File: src/rtl/distRamPkg.sv
package distRamPkg;
  localparam int CELL_AW = 4;
  localparam int CELL_DEPTH = 1 << CELL_AW;

  typedef struct packed {
    logic wrStrobe;
    logic clearAll;
  } ramStrobes_t;
endpackage

File: src/rtl/lutCell16.sv
module lutCell16
  import distRamPkg::*;
(
  input  logic               clk,
  input  logic               clr,
  input  logic               we,
  input  logic               d,
  input  logic [CELL_AW-1:0] wa,
  input  logic [CELL_AW-1:0] ra,
  output logic               qA,
  output logic               qB
);
  logic [CELL_DEPTH-1:0] mem;

  always_ff @(posedge clk) begin
    if (clr) mem <= '0;
    else if (we) mem[wa] <= d;
  end

  assign qA = mem[wa];
  assign qB = mem[ra];


  wr_lands_chk: assert property (@(posedge clk) disable iff (clr)
    we |=> mem[$past(wa)] == $past(d));

  idle_hold_chk: assert property (@(posedge clk) disable iff (clr)
    !we |=> $stable(mem));

  clear_chk: assert property (@(posedge clk)
    clr |=> mem == '0);
endmodule

File: src/rtl/distRamCtrl.sv
module distRamCtrl
  import distRamPkg::*;
(
  input  logic        rst,
  input  logic        wrEn,
  output ramStrobes_t strobes
);
  always_comb begin
    strobes.clearAll = rst;
    strobes.wrStrobe = wrEn && !rst;
  end
endmodule

File: src/rtl/distRamDatapath.sv
module distRamDatapath
  import distRamPkg::*;
#(
  parameter int ADDR_W = 5,
  parameter int DATA_W = 2
) (
  input  logic              clk,
  input  ramStrobes_t       strobes,
  input  logic [ADDR_W-1:0] addr,
  input  logic [ADDR_W-1:0] rdAddr2,
  input  logic [DATA_W-1:0] wrData,
  output logic [DATA_W-1:0] rdData,
  output logic [DATA_W-1:0] rdData2,
  output logic [DATA_W-1:0] rdDataQ,
  output logic [DATA_W-1:0] rdData2Q
);
  localparam int BANKS = 1 << (ADDR_W - CELL_AW);

  logic [BANKS-1:0]  bankWe;
  logic [DATA_W-1:0] bankOutA [BANKS];
  logic [DATA_W-1:0] bankOutB [BANKS];
  logic [ADDR_W-1:0] wrBank;
  logic [ADDR_W-1:0] rdBank2;

  assign wrBank  = addr >> CELL_AW;
  assign rdBank2 = rdAddr2 >> CELL_AW;

  for (genvar b = 0; b < BANKS; b++) begin : gBank
    assign bankWe[b] = strobes.wrStrobe && (wrBank == ADDR_W'(b));
    for (genvar w = 0; w < DATA_W; w++) begin : gBit
      lutCell16 uCell (
        .clk(clk),
        .clr(strobes.clearAll),
        .we (bankWe[b]),
        .d  (wrData[w]),
        .wa (addr[CELL_AW-1:0]),
        .ra (rdAddr2[CELL_AW-1:0]),
        .qA (bankOutA[b][w]),
        .qB (bankOutB[b][w])
      );
    end
  end

  always_comb begin
    rdData  = '0;
    rdData2 = '0;
    for (int b = 0; b < BANKS; b++) begin
      if (wrBank == ADDR_W'(b))  rdData  = bankOutA[b];
      if (rdBank2 == ADDR_W'(b)) rdData2 = bankOutB[b];
    end
  end

  always_ff @(posedge clk) begin
    if (strobes.clearAll) begin
      rdDataQ  <= '0;
      rdData2Q <= '0;
    end else begin
      rdDataQ  <= rdData;
      rdData2Q <= rdData2;
    end
  end


  one_bank_chk: assert property (@(posedge clk) disable iff (strobes.clearAll)
    $onehot0(bankWe));

  reg_lag_chk: assert property (@(posedge clk) disable iff (strobes.clearAll)
    1'b1 |=> rdDataQ == $past(rdData) && rdData2Q == $past(rdData2));
endmodule

File: src/rtl/distRam.sv
module distRam
  import distRamPkg::*;
#(
  parameter int ADDR_W = 5,
  parameter int DATA_W = 2
) (
  input  logic              clk,
  input  logic              rst,
  input  logic              wrEn,
  input  logic [ADDR_W-1:0] addr,
  input  logic [DATA_W-1:0] wrData,
  input  logic [ADDR_W-1:0] rdAddr2,
  output logic [DATA_W-1:0] rdData,
  output logic [DATA_W-1:0] rdData2,
  output logic [DATA_W-1:0] rdDataQ,
  output logic [DATA_W-1:0] rdData2Q
);
  ramStrobes_t strobes;

  distRamCtrl uCtrl (
    .rst(rst), .wrEn(wrEn), .strobes(strobes)
  );

  distRamDatapath #(.ADDR_W(ADDR_W), .DATA_W(DATA_W)) uDp (
    .clk(clk), .strobes(strobes), .addr(addr), .rdAddr2(rdAddr2),
    .wrData(wrData), .rdData(rdData), .rdData2(rdData2),
    .rdDataQ(rdDataQ), .rdData2Q(rdData2Q)
  );
endmodule

File: config.mk
export PLATFORM = sky130hd
export DESIGN_NAME = distRam
export DESIGN_NICKNAME = d
export VERILOG_FILES = /design/src/rtl/distRamPkg.sv /design/src/rtl/lutCell16.sv /design/src/rtl/distRamCtrl.sv /design/src/rtl/distRamDatapath.sv /design/src/rtl/distRam.sv
export SDC_FILE = /design/constraint.sdc
export NUM_CORES = 1
export LEC_CHECK = 0
export BUFFER_PORTS_ARGS = -buffer_cell sky130_fd_sc_hd__buf_2
export CAP_MARGIN = 40
export CORE_MARGIN = 2
export CORE_UTILIZATION = 50
export DETAILED_ROUTE_END_ITERATION = 7
export GPL_ROUTABILITY_DRIVEN = 0
export GPL_TIMING_DRIVEN = 0
export PLACE_DENSITY = 0.79
export SETUP_SLACK_MARGIN = 0.02
export SLEW_MARGIN = 0
export SYNTH_ARGS = -nofsm -noshare
export SYNTH_HDL_FRONTEND = slang
export SYNTH_SLANG_ARGS = --single-unit
export TNS_END_PERCENT = 5
File: constraint.sdc
create_clock -name clk -period 4.3 [get_ports clk]
set_input_delay 0.215 -clock clk [delete_from_list [all_inputs] [get_ports clk]]
set_output_delay 0.215 -clock clk [all_outputs]
set_load 0.05 [all_outputs]
## Word-level counts from Yosys, hierarchy flattened

Index checks and enable logic that the tools add are counted.

- Bits in registers: 68
- Input port bits: 15
- Output and inout bits: 8
- Logic and storage cells: 42

- $lt $le $gt $ge: 3
- Multiplexer cells: 26
- Reduce and logical (&&, ||, !) cells: 7

Operators by type and width:

| operator | count |
|---|---|
| 16-bit bitwise mux | 4 |
| 1-bit binary-select mux with 4-bit select | 8 |
| 5-bit zero test | 2 |
| 4-bit by 5-bit less-than comparator with 1-bit output, second input constant | 2 |
| 1-bit 2-to-1 mux | 9 |
| 2-bit 2-to-1 mux | 4 |
| 1-bit demux with 4-bit select | 1 |
| 4-bit by 1-bit >= comparator with 1-bit output, second input constant | 1 |
| 1-bit logical AND | 4 |
| 1-bit zero test | 1 |

## Longest topological paths before layout

Gate-level depths: netlist (run 1).

- Word-level depth: 5
- Depth in mapped cells: 8
- Gate-level depth less buffers: 5

## Cells and area by module

From an unflattened synthesis (run 1), not the netlist that was laid out.

- Cell total of the unflattened synthesis: 424
- Area, all modules: 4,018.9 µm²

By module, submodules not included:

| module | times used | cells an instance | area each (µm²) | seq. area each (µm²) |
|---|---|---|---|---|
| lutCell16 at uDp.gBank[0].gBit[0].uCell ... | 3 | 102 | 953.4 | 320.3 |
| lutCell16 at uDp.gBank[1].gBit[1].uCell | 1 | 102 | 955.9 | 320.3 |
| distRamDatapath | 1 | 14 | 181.4 | 80.1 |
| distRamCtrl | 1 | 2 | 21.3 | 0.0 |

## Worst setup path after synthesis (run 1)

No wires, ideal clock.

- Path type: input port to flip-flop
- From: input rdAddr2[1]
- To: register uDp.rdData2Q[1]
- Setup time: 0.071 ns
- Arrival: 2.714 ns
- Required time: 4.229 ns
- Slack: 1.515 ns
- Stages on the path: 7
- Buffers on the path: 2
- Path through: buf_4 -> buf_6 -> mux2i_1 -> a22oi_1 -> a211oi_1 -> nor4_1 -> nor2b_1

- Longest elaborated chain between the ends: 4
- Elaborated cells between the ends (all ways): 6
- Classes of those cells: 6 x mux

Ends and longest elaborated chain:

| what | RTL line | text |
|---|---|---|
| start, declared | distRam.sv:12 | `input logic [ADDR_W-1:0] rdAddr2,` |
| 1-bit binary-select mux with 4-bit select | lutCell16.sv:21 | `assign qB = mem[ra];` |
| 1-bit 2-to-1 mux (implied by the code) | lutCell16.sv:21 |  |
| 2-bit 2-to-1 mux | distRamDatapath.sv:49 | `if (rdBank2 == ADDR_W'(b)) rdData2 = bankOutB[b];` |
| 2-bit 2-to-1 mux * | distRamDatapath.sv:49 |  |
| net rdData2[1] | distRam.sv:14 | `output logic [DATA_W-1:0] rdData2,` |
| end signal, assigned | distRamDatapath.sv:59 | `rdData2Q <= rdData2;` |
| end, declared | distRamDatapath.sv:15 | `output logic [DATA_W-1:0] rdData2Q` |

Mark *: on every way through the listed nets, which the timed path passes. The rest lies on a longest branch. The select of a mux whose other input is x is not followed.
A chain may end at the register's enable or synchronous reset.

## Worst setup path after layout (run 1)

- From: register uDp.gBank[1].gBit[0].uCell.mem[15]
- To: output rdData[0]

- Longest elaborated chain between the ends: 3

Ends and longest elaborated chain:

| what | RTL line | text |
|---|---|---|
| start, declared | lutCell16.sv:13 | `logic [CELL_DEPTH-1:0] mem;` |
| start signal, assigned | lutCell16.sv:16 | `if (clr) mem <= '0;` |
| start signal, assigned by index | lutCell16.sv:17 | `else if (we) mem[wa] <= d;` |
| 1-bit binary-select mux with 4-bit select | lutCell16.sv:20 | `assign qA = mem[wa];` |
| 1-bit 2-to-1 mux (implied by the code) | lutCell16.sv:20 |  |
| 2-bit 2-to-1 mux | distRamDatapath.sv:48 | `if (wrBank == ADDR_W'(b)) rdData = bankOutA[b];` |
| end, declared | distRam.sv:13 | `output logic [DATA_W-1:0] rdData,` |

Every way passes these cells. The select of a mux whose other input is x is not followed.

==> summary.md, run 1 <==
| Metric | Value |
|---|---|
| Library cells used by synthesis | `36` |
| Syn. warnings | `0` |
| Fmax | `~0.43 GHz` |
| Diode count | `0` |
| Critical path's largest stage delay | `approximately 490 ps` |
| Top Family by Delay on Critical Path | `compound AO/OA/AOI/OAI gates` |
| Seq/Total Area, Yosys | `0.3573` |
| Worst-path clk slew | `80 ps` |
| Post-Syn Area | `about 0.0038 mm^2` |
| Register-to-register setup slack | `2630 ps` |
| Max Root-Sink Buffers | `2` |
| CTS sink count | `between 60 and 70` |
| DRC viols | `0` |
| Worst path slowest cell | `mux4_2` |
| CTS tree | `yes` |
| CTS buffer count | `9` |
| Pre-antenna DRT Iters | `7` |
| Normalized max-slew margin | `0.5121` |
| CTS resizes | `0` |
| Max-cap violations | `0` |
| Via count | `~3.5k` |
| Routed length per instance | `19.54 um` |
| Most frequent cells in the layout | `mux2i_1, dfxtp_1, nor2_1` |
| Setup violations, final | `0` |
| IO Port Bufs | `18` |
| # Post-CTS Setup Buffers | `0` |
| Setup crit end kind | `primary output` |
| Synth Register Bits | `between 60 and 70` |
| Placed Area | `0.004024 mm^2` |
| Initial DRC Count | `426` |
| Crit share post-route | `0.5470` |
| H-tree Lvls | `3` |
| CP Class | `reg2out` |
| Worst-margin pin slew | `about 730 ps` |
| Area Overhead vs Synth | `10.08%` |
| Final wirelength | `about 11000 um` |
| Clock Latency Late Sink | `about 360 ps` |
| Routed Antenna Nets | `0` |
| Layout cells sized above 1 | `0.1516` |
| Die Area | `between 0.008 and 0.009 mm^2` |
| Vias in the first global route | `3286` |
| Hold_sp | `wrData[0]` |
| Initial antenna violation count | `0` |
| Starting density of the core | `0.5197` |
| Worst VDD drop | `0.1429 mV` |
| Status | `completed` |
| Nets | `465` |
| Total GRT Usage | `0.2706` |
| Final instance area | `~0.0042 mm^2` |
| Worst R2R Start | `uDp.gBank[1].gBit[0].uCell.mem[15]` |
| Core outline area | `around 0.0073 mm^2` |
| Critical Path RT | `4090 ps` |
| Final hold violations | `0` |
| Die height | `roughly 90 um` |
| Cell chain of the critical path | `mux4_2, a32o_1, a2111oi_2, nor2_1, buf_2` |
| Final TNS setup | `0 ps` |
| Syn Area/Cell | `approximately 9 um^2` |
| RSZ-0062 raised after global routing | `false` |
| Clk_skew | `a little under 9 ps` |
| Worst hold path type | `in2reg` |
| Hold-fix buffers at CTS | `0` |
| Worst-path maximum fanout | `3` |
| Cell Pwr Density | `slightly above 300 mW/mm^2` |
| Tmin final | `around 2400 ps` |
| Aggregate global routing overflow | `0` |
| FP Rows | `31` |
| Slew Viols, Final | `0` |
| Smallest hold slack | `161.3 ps` |
| CTS root buf | `clkbuf_8` |
| DP HPWL | `approximately 7800 um` |
| CP arrival | `approximately 2100 ps` |
| Startpoint types | `register` |
| FF-to-FF path depth | `4` |
| WHS Endpoint | `uDp.gBank[0].gBit[0].uCell.mem[5]` |
| Buffers plus inverters on the worst setup path | `1` |
| Die Wd | `91.29 um` |
| Mapped Nets | `436` |
| Commonest non-fill, non-tap cell in the layout | `mux2i_1` |
| Mapped Cells | `421` |
| Largest net degree at the start of global routing | `12` |
| Via-to-Cell Ratio | `around 6.3` |
| Pleak | `1.569 nW` |
| # IOs | `23` |
| First-pass GRT wire length | `roughly 17000 um` |
| R2R Path End | `uDp.rdDataQ[0]` |
| Hold-critical path depth | `3` |
==> how the worst max path moves through the flow <==
stage	start	cells past startpoint	to	slack, ps
final	uDp.gBank[1].gBit[0].uCell.mem[15]	5	rdData[0]	1950
after floorplan	rdAddr2[1]	7	uDp.rdData2Q[1]	1510
after detailed placement	addr[0]	6	rdData[0]	2190
after global placement	rdAddr2[2]	7	rdData2[0]	2190
after CTS	uDp.gBank[1].gBit[0].uCell.mem[15]	5	rdData[0]	1970
after global routing	uDp.gBank[1].gBit[0].uCell.mem[15]	5	rdData[0]	1900
==> report_power, final <==
part	total (W)	internal [W]	leakage, nW	switching, W
registers	0.000637	0.000634	0.549	0.00000265
logic	0.000176	0.0000525	0.938	0.000123
clock network	0.000479	0.000223	0.0824	0.000256
total	0.00129	0.000910	1.57	0.000382
==> flip-flops by register name (all words and copies together) (netlist names) <==
register / flops
uDp.rdDataQ: 2
uDp.rdData2Q: 2
uDp.gBank.gBit.uCell.mem: 64
==> logic make-up after synthesis <==
family / after synthesis / synth area share
muxes: 88 / 0.2713
AOI/OAI and AO/OA: 62 / 0.1064
DFF: 68 / 0.3573
buffers and inverters: 36 / 0.05057
and+or+nand+nor: 167 / 0.2145
==> tightest hold or removal path: cells and delay by family <==
kind | cells | cell delay [ps]
buffers and inverters | 1 | 130
and+or+nand+nor | 1 | 70
AOI/OAI and AO/OA | 1 | 60
==> cells in the mapped netlist <==
library cell	n	area share
a2111oi_2	2	0.0079
a211oi_1	2	0.0039
a21oi_1	34	0.045
a22oi_1	16	0.032
a2bb2oi_1	2	0.0046
a32o_1	2	0.0053
a32oi_1	2	0.0046
and2_1	2	0.0033
and2b_1	1	0.0020
and3_1	3	0.0049
and3b_1	1	0.0023
and4b_1	2	0.0053
buf_1	1	0.00098
buf_2	6	0.0079
buf_4	3	0.0059
buf_6	5	0.015
clkbuf_1	20	0.020
clkbuf_2	1	0.0013
dfxtp_1	68	0.36
mux2_2	2	0.0059
mux2i_1	74	0.19
mux4_2	12	0.071
nand2_1	49	0.048
nand2b_1	4	0.0066
nand3_1	31	0.041
nand3_2	1	0.0026
nand3b_1	1	0.0020
nor2_1	54	0.053
nor2_8	3	0.016
nor2b_1	7	0.011
nor2b_2	1	0.0023
nor3_1	3	0.0039
nor3_4	1	0.0043
nor4_1	2	0.0033
o31ai_1	2	0.0039
or3b_1	1	0.0023
==> stage by stage <==
| stage | total power [W] | util | instances | setup WS [ps] |
|---|---|---|---|---|
| after floorplan | 0.0007720 | - | 421 | 1515 |
| after global placement | 0.0008196 | 0.5489 | 538 | 2191 |
| after detailed placement | 0.0008217 | 0.5489 | 538 | 2193 |
| after CTS | 0.001288 | 0.5721 | 554 | 1973 |
| after global routing | 0.001332 | 0.5721 | 554 | 1905 |
| final | 0.001292 | 0.5721 | 554 | 1948 |
==> routing by layer <==
layer,vias up,track usage,share of wire
met5,-,0,0
met4,0,0.1275,0.043
met3,52,0.06639,0.11
met2,243,0.4204,0.44
met1,1615,0.3539,0.41
li1,1565,-,-
==> cell type report <==
class	instances	area, um^2
buffer	36	192.7
clock buffer	12	145.1
clock inverter	4	25.02
fill	662	3137
multi-input combinational	317	2256
sequential	68	1361
tap	99	123.9
timing repair buffer	18	90.09
No activity file was read; power rests on OpenSTA's default activity.
==> run 2, diff against run 1 <==
- ABC_AREA: not set -> 1
- PLACE_DENSITY: 0.79 -> 0.78
- clock period: 4.3 -> 2.3 ns (I/O delays scaled with it)
==> summary.md, run 2 <==
| Metric | Value |
|---|---|
| Status | `completed` |
| DRC viols | `0 (unchanged)` |
| Vias in the first global route | `4396 (+34%)` |
| IO Port Bufs | `18 (unchanged)` |
| Setup violations, final | `0 (unchanged)` |
| Filler cells | `791 (+19%)` |
| Clock power frac | `0.392 (+0.021)` |
| RSZ-0062 raised after global routing | `false` |
| Cell chain of the critical path | `buf_4, clkbuf_1, nand3_1, nand3_1, nand2_1, nand2_1, nand3_1, nand2_1, inv_1, buf_2` |
| Critical Path RT | `2180 ps (-1910 ps)` |
| Pre-antenna DRT Iters | `6 (-1)` |
| Worst-margin pin slew | `711.2 ps (-17.95 ps)` |
| Tmin final | `approximately 1900 ps` |
| Sequential power share | `0.469 (-0.024)` |
| Clk_skew | `4.627 ps (-4.115 ps)` |
| Routed length per instance | `16.00 um (-18%)` |
| Seq/Total Area, Yosys | `0.3407 (-0.01656)` |
| Slew Viols, Final | `0 (unchanged)` |
| Final hold violations | `0 (unchanged)` |
| H-tree Lvls | `3 (unchanged)` |
| Initial DRC Count | `494 (+16%)` |
| Ys flop type | `dfxtp_1` |
| Most frequent cells in the layout | `nand2_1, nor2_1, dfxtp_1` |
| Critical path's largest stage delay | `560 ps (+70 ps)` |
| Max Root-Sink Buffers | `2 (unchanged)` |
| Synth Register Bits | `68 (unchanged)` |
| # IOs | `23 (unchanged)` |
| Mapped Cells | `701 (+67%)` |
| CP Class | `in2out` |
| Layout cells sized above 1 | `0.08424 (-0.06741)` |
| P_int | `0.001808 W (+99%)` |
| DP HPWL | `9737 um (+25%)` |
| Final instance area | `0.004417 mm^2 (+5.3%)` |
| Max-cap violations | `0 (unchanged)` |
| Core outline area | `0.007727 mm^2 (+5.4%)` |
| Die Area | `0.008721 mm^2 (+4.6%)` |
| Area Overhead vs Synth | `10.55%` |
| Sw Share | `0.2911 (-0.004383)` |
| Mapped Nets | `716 (+64%)` |
| Initial antenna violation count | `0 (unchanged)` |
| Pleak | `2.149 nW (+37%)` |
| Die height | `93.39 um (+2.3%)` |
| Worst hold path type | `in2reg` |
| Worst path slowest cell | `clkbuf_1` |
| FP Rows | `32 (+3.2%)` |
| Fmax | `between 0.5 and 0.6 GHz` |
| Comb power frac | `0.138 (+0.002)` |
| Setup crit end kind | `primary output` |
| Area leader, netlist | `dfxtp_1` |
| Max reg flops | `64 (unchanged)` |
| Worst R2R Start | `uDp.gBank[0].gBit[0].uCell.mem[7]` |
| Count leader, synth | `nand2_1` |
| Library cells used by synthesis | `17 (-53%)` |
| Switch Pwr | `0.0007423 W (+95%)` |
| Aggregate global routing overflow | `0 (unchanged)` |
| Worst-path clk slew | `70 ps (about the same)` |
| Post-Syn Area | `0.003995 mm^2 (+4.9%)` |
| # Post-CTS Setup Buffers | `0 (unchanged)` |
| Routed Antenna Nets | `0 (unchanged)` |
| Hold_sp | `wrData[0]` |
| Die Wd | `93.39 um (+2.3%)` |
| Diode count | `0 (unchanged)` |
| Crit path launch | `rdAddr2[1]` |
| First-pass GRT wire length | `21210 um (+23%)` |
| CTS tree | `yes` |
| Commonest non-fill, non-tap cell in the layout | `nand2_1` |
| FF+latch area | `0.001361 mm^2 (unchanged)` |
| Clock Latency Late Sink | `350 ps (about the same)` |
| CP arrival | `1780 ps (-360 ps)` |
| CTS buffer count | `9 (unchanged)` |
| Placed Area | `0.004213 mm^2 (+4.7%)` |
| Via-to-Cell Ratio | `5.663 (-9.7%)` |
| Crit share post-route | `0.8249` |
| Placed insts | `821 (+53%)` |
| Normalized max-slew margin | `0.5259 (+0.01376)` |
| Non-filler cells, final | `838 (+51%)` |
| Worst VDD drop | `0.3112 mV (+120%)` |
| Multi-input gate area | `0.002236 mm^2 (-0.89%)` |
| Fraction of registers with async set/reset | `0 (unchanged)` |
| Syn Area/Cell | `5.699 um^2 (-37%)` |
| Synth top area cells | `dfxtp_1, nand2_1, nor2_1` |
| Largest net degree at the start of global routing | `12 (unchanged)` |
| Startpoint types | `primary input` |
| Syn. warnings | `0 (unchanged)` |
| Number of flops mapped to enable cells by yosys | `0 (unchanged)` |
| Starting density of the core | `0.5170 (-0.002712)` |
| Cell Pwr Density | `577.4 mW/mm^2 (+87%)` |
| Worst-path maximum fanout | `10 (+7)` |
| Largest registers | `uDp.gBank.gBit.uCell.mem: 64 flops, uDp.rdData2Q: 2 flops, uDp.rdDataQ: 2 flops` |
| Synth top area share | `0.3407 (-0.01656)` |
| Via count | `4746 (+37%)` |
| Biggest register | `uDp.gBank.gBit.uCell.mem` |
| CTS root buf | `clkbuf_8` |
| Top cells by count, synth | `nand2_1, nor2_1, dfxtp_1, o21ai_0, nand3_1` |
| Total GRT Usage | `0.3181 (+0.04750)` |
| Nets | `746 (+60%)` |
| CTS sink count | `68 (unchanged)` |
| Final TNS setup | `0 ps (unchanged)` |
| Final wirelength | `13410 um (+24%)` |
run 2: final cells by class:
cell class,count,area share
clock inverters,4,0.01105
clock buffers,12,0.03286
plain buffers,33,0.04278
flip-flops and latches,68,0.3082
inverters,55,0.04731
well taps,102,0.02890
repair buffers,19,0.02266
multi-input cells,545,0.5062
run 2: per-layer routing:
layer,vias up,part of all wire,GRT usage
met4,0,0.064,0.2230
li1,2219,-,-
met3,88,0.11,0.07494
met5,-,0,0
met1,2151,0.39,0.3871
met2,288,0.44,0.4928
run 2: stage by stage:
step                hold WS [ps]    util  setup WS, ps  total power (W)
floorplan                  187.4       -          1016         0.001448
global placement           341.9  0.5452         602.2         0.001553
detailed placement         340.6  0.5452         544.1         0.001559
CTS                        104.0  0.5716         540.9         0.002540
global route               136.1  0.5716         380.5         0.002634
finish                     106.0  0.5716         402.7         0.002550
run 2: critical path, delay by kind of cell:
family / cells / cell delay, ps
and+or+nand+nor: 6 / 710
buffers and inverters: 4 / 940
run 2: repair_timing:
item                      in CTS  in global routing
gates resized for setup        0                  0
hold buffers                   1                  0
hold endpoints to repair       4                  0
run 2: kinds of logic (layout without fill, tap and decap cells):
kind of cell,count (synthesis),in the layout,share of synthesized area
AOI/OAI and AO/OA,68,68,0.08519
DFF,68,68,0.3407
buffers and inverters,88,123,0.09959
and+or+nand+nor,477,477,0.4745
run 2: worst paths after layout:
| check | endpoint | slack [ps] | cells past startpoint |
|---|---|---|---|
| setup / recovery | rdData2[1] | 400 | 10 |
| hold reg to reg | uDp.gBank[0].gBit[0].uCell.mem[3] | 510 | 2 |
| setup reg to reg | uDp.rdData2Q[0] | 1090 | 8 |
| hold / removal | uDp.gBank[0].gBit[0].uCell.mem[4] | 110 | 3 |
run 2: power by group through the flow:
stage                     Sequential [W]  Clock, W  Combinational, W
after floorplan                  0.00124         0          0.000212
after global placement           0.00122         0          0.000329
after detailed placement         0.00122         0          0.000336
after CTS                        0.00120   0.00100          0.000339
after global routing             0.00120   0.00106          0.000376
final                            0.00120   0.00100          0.000353
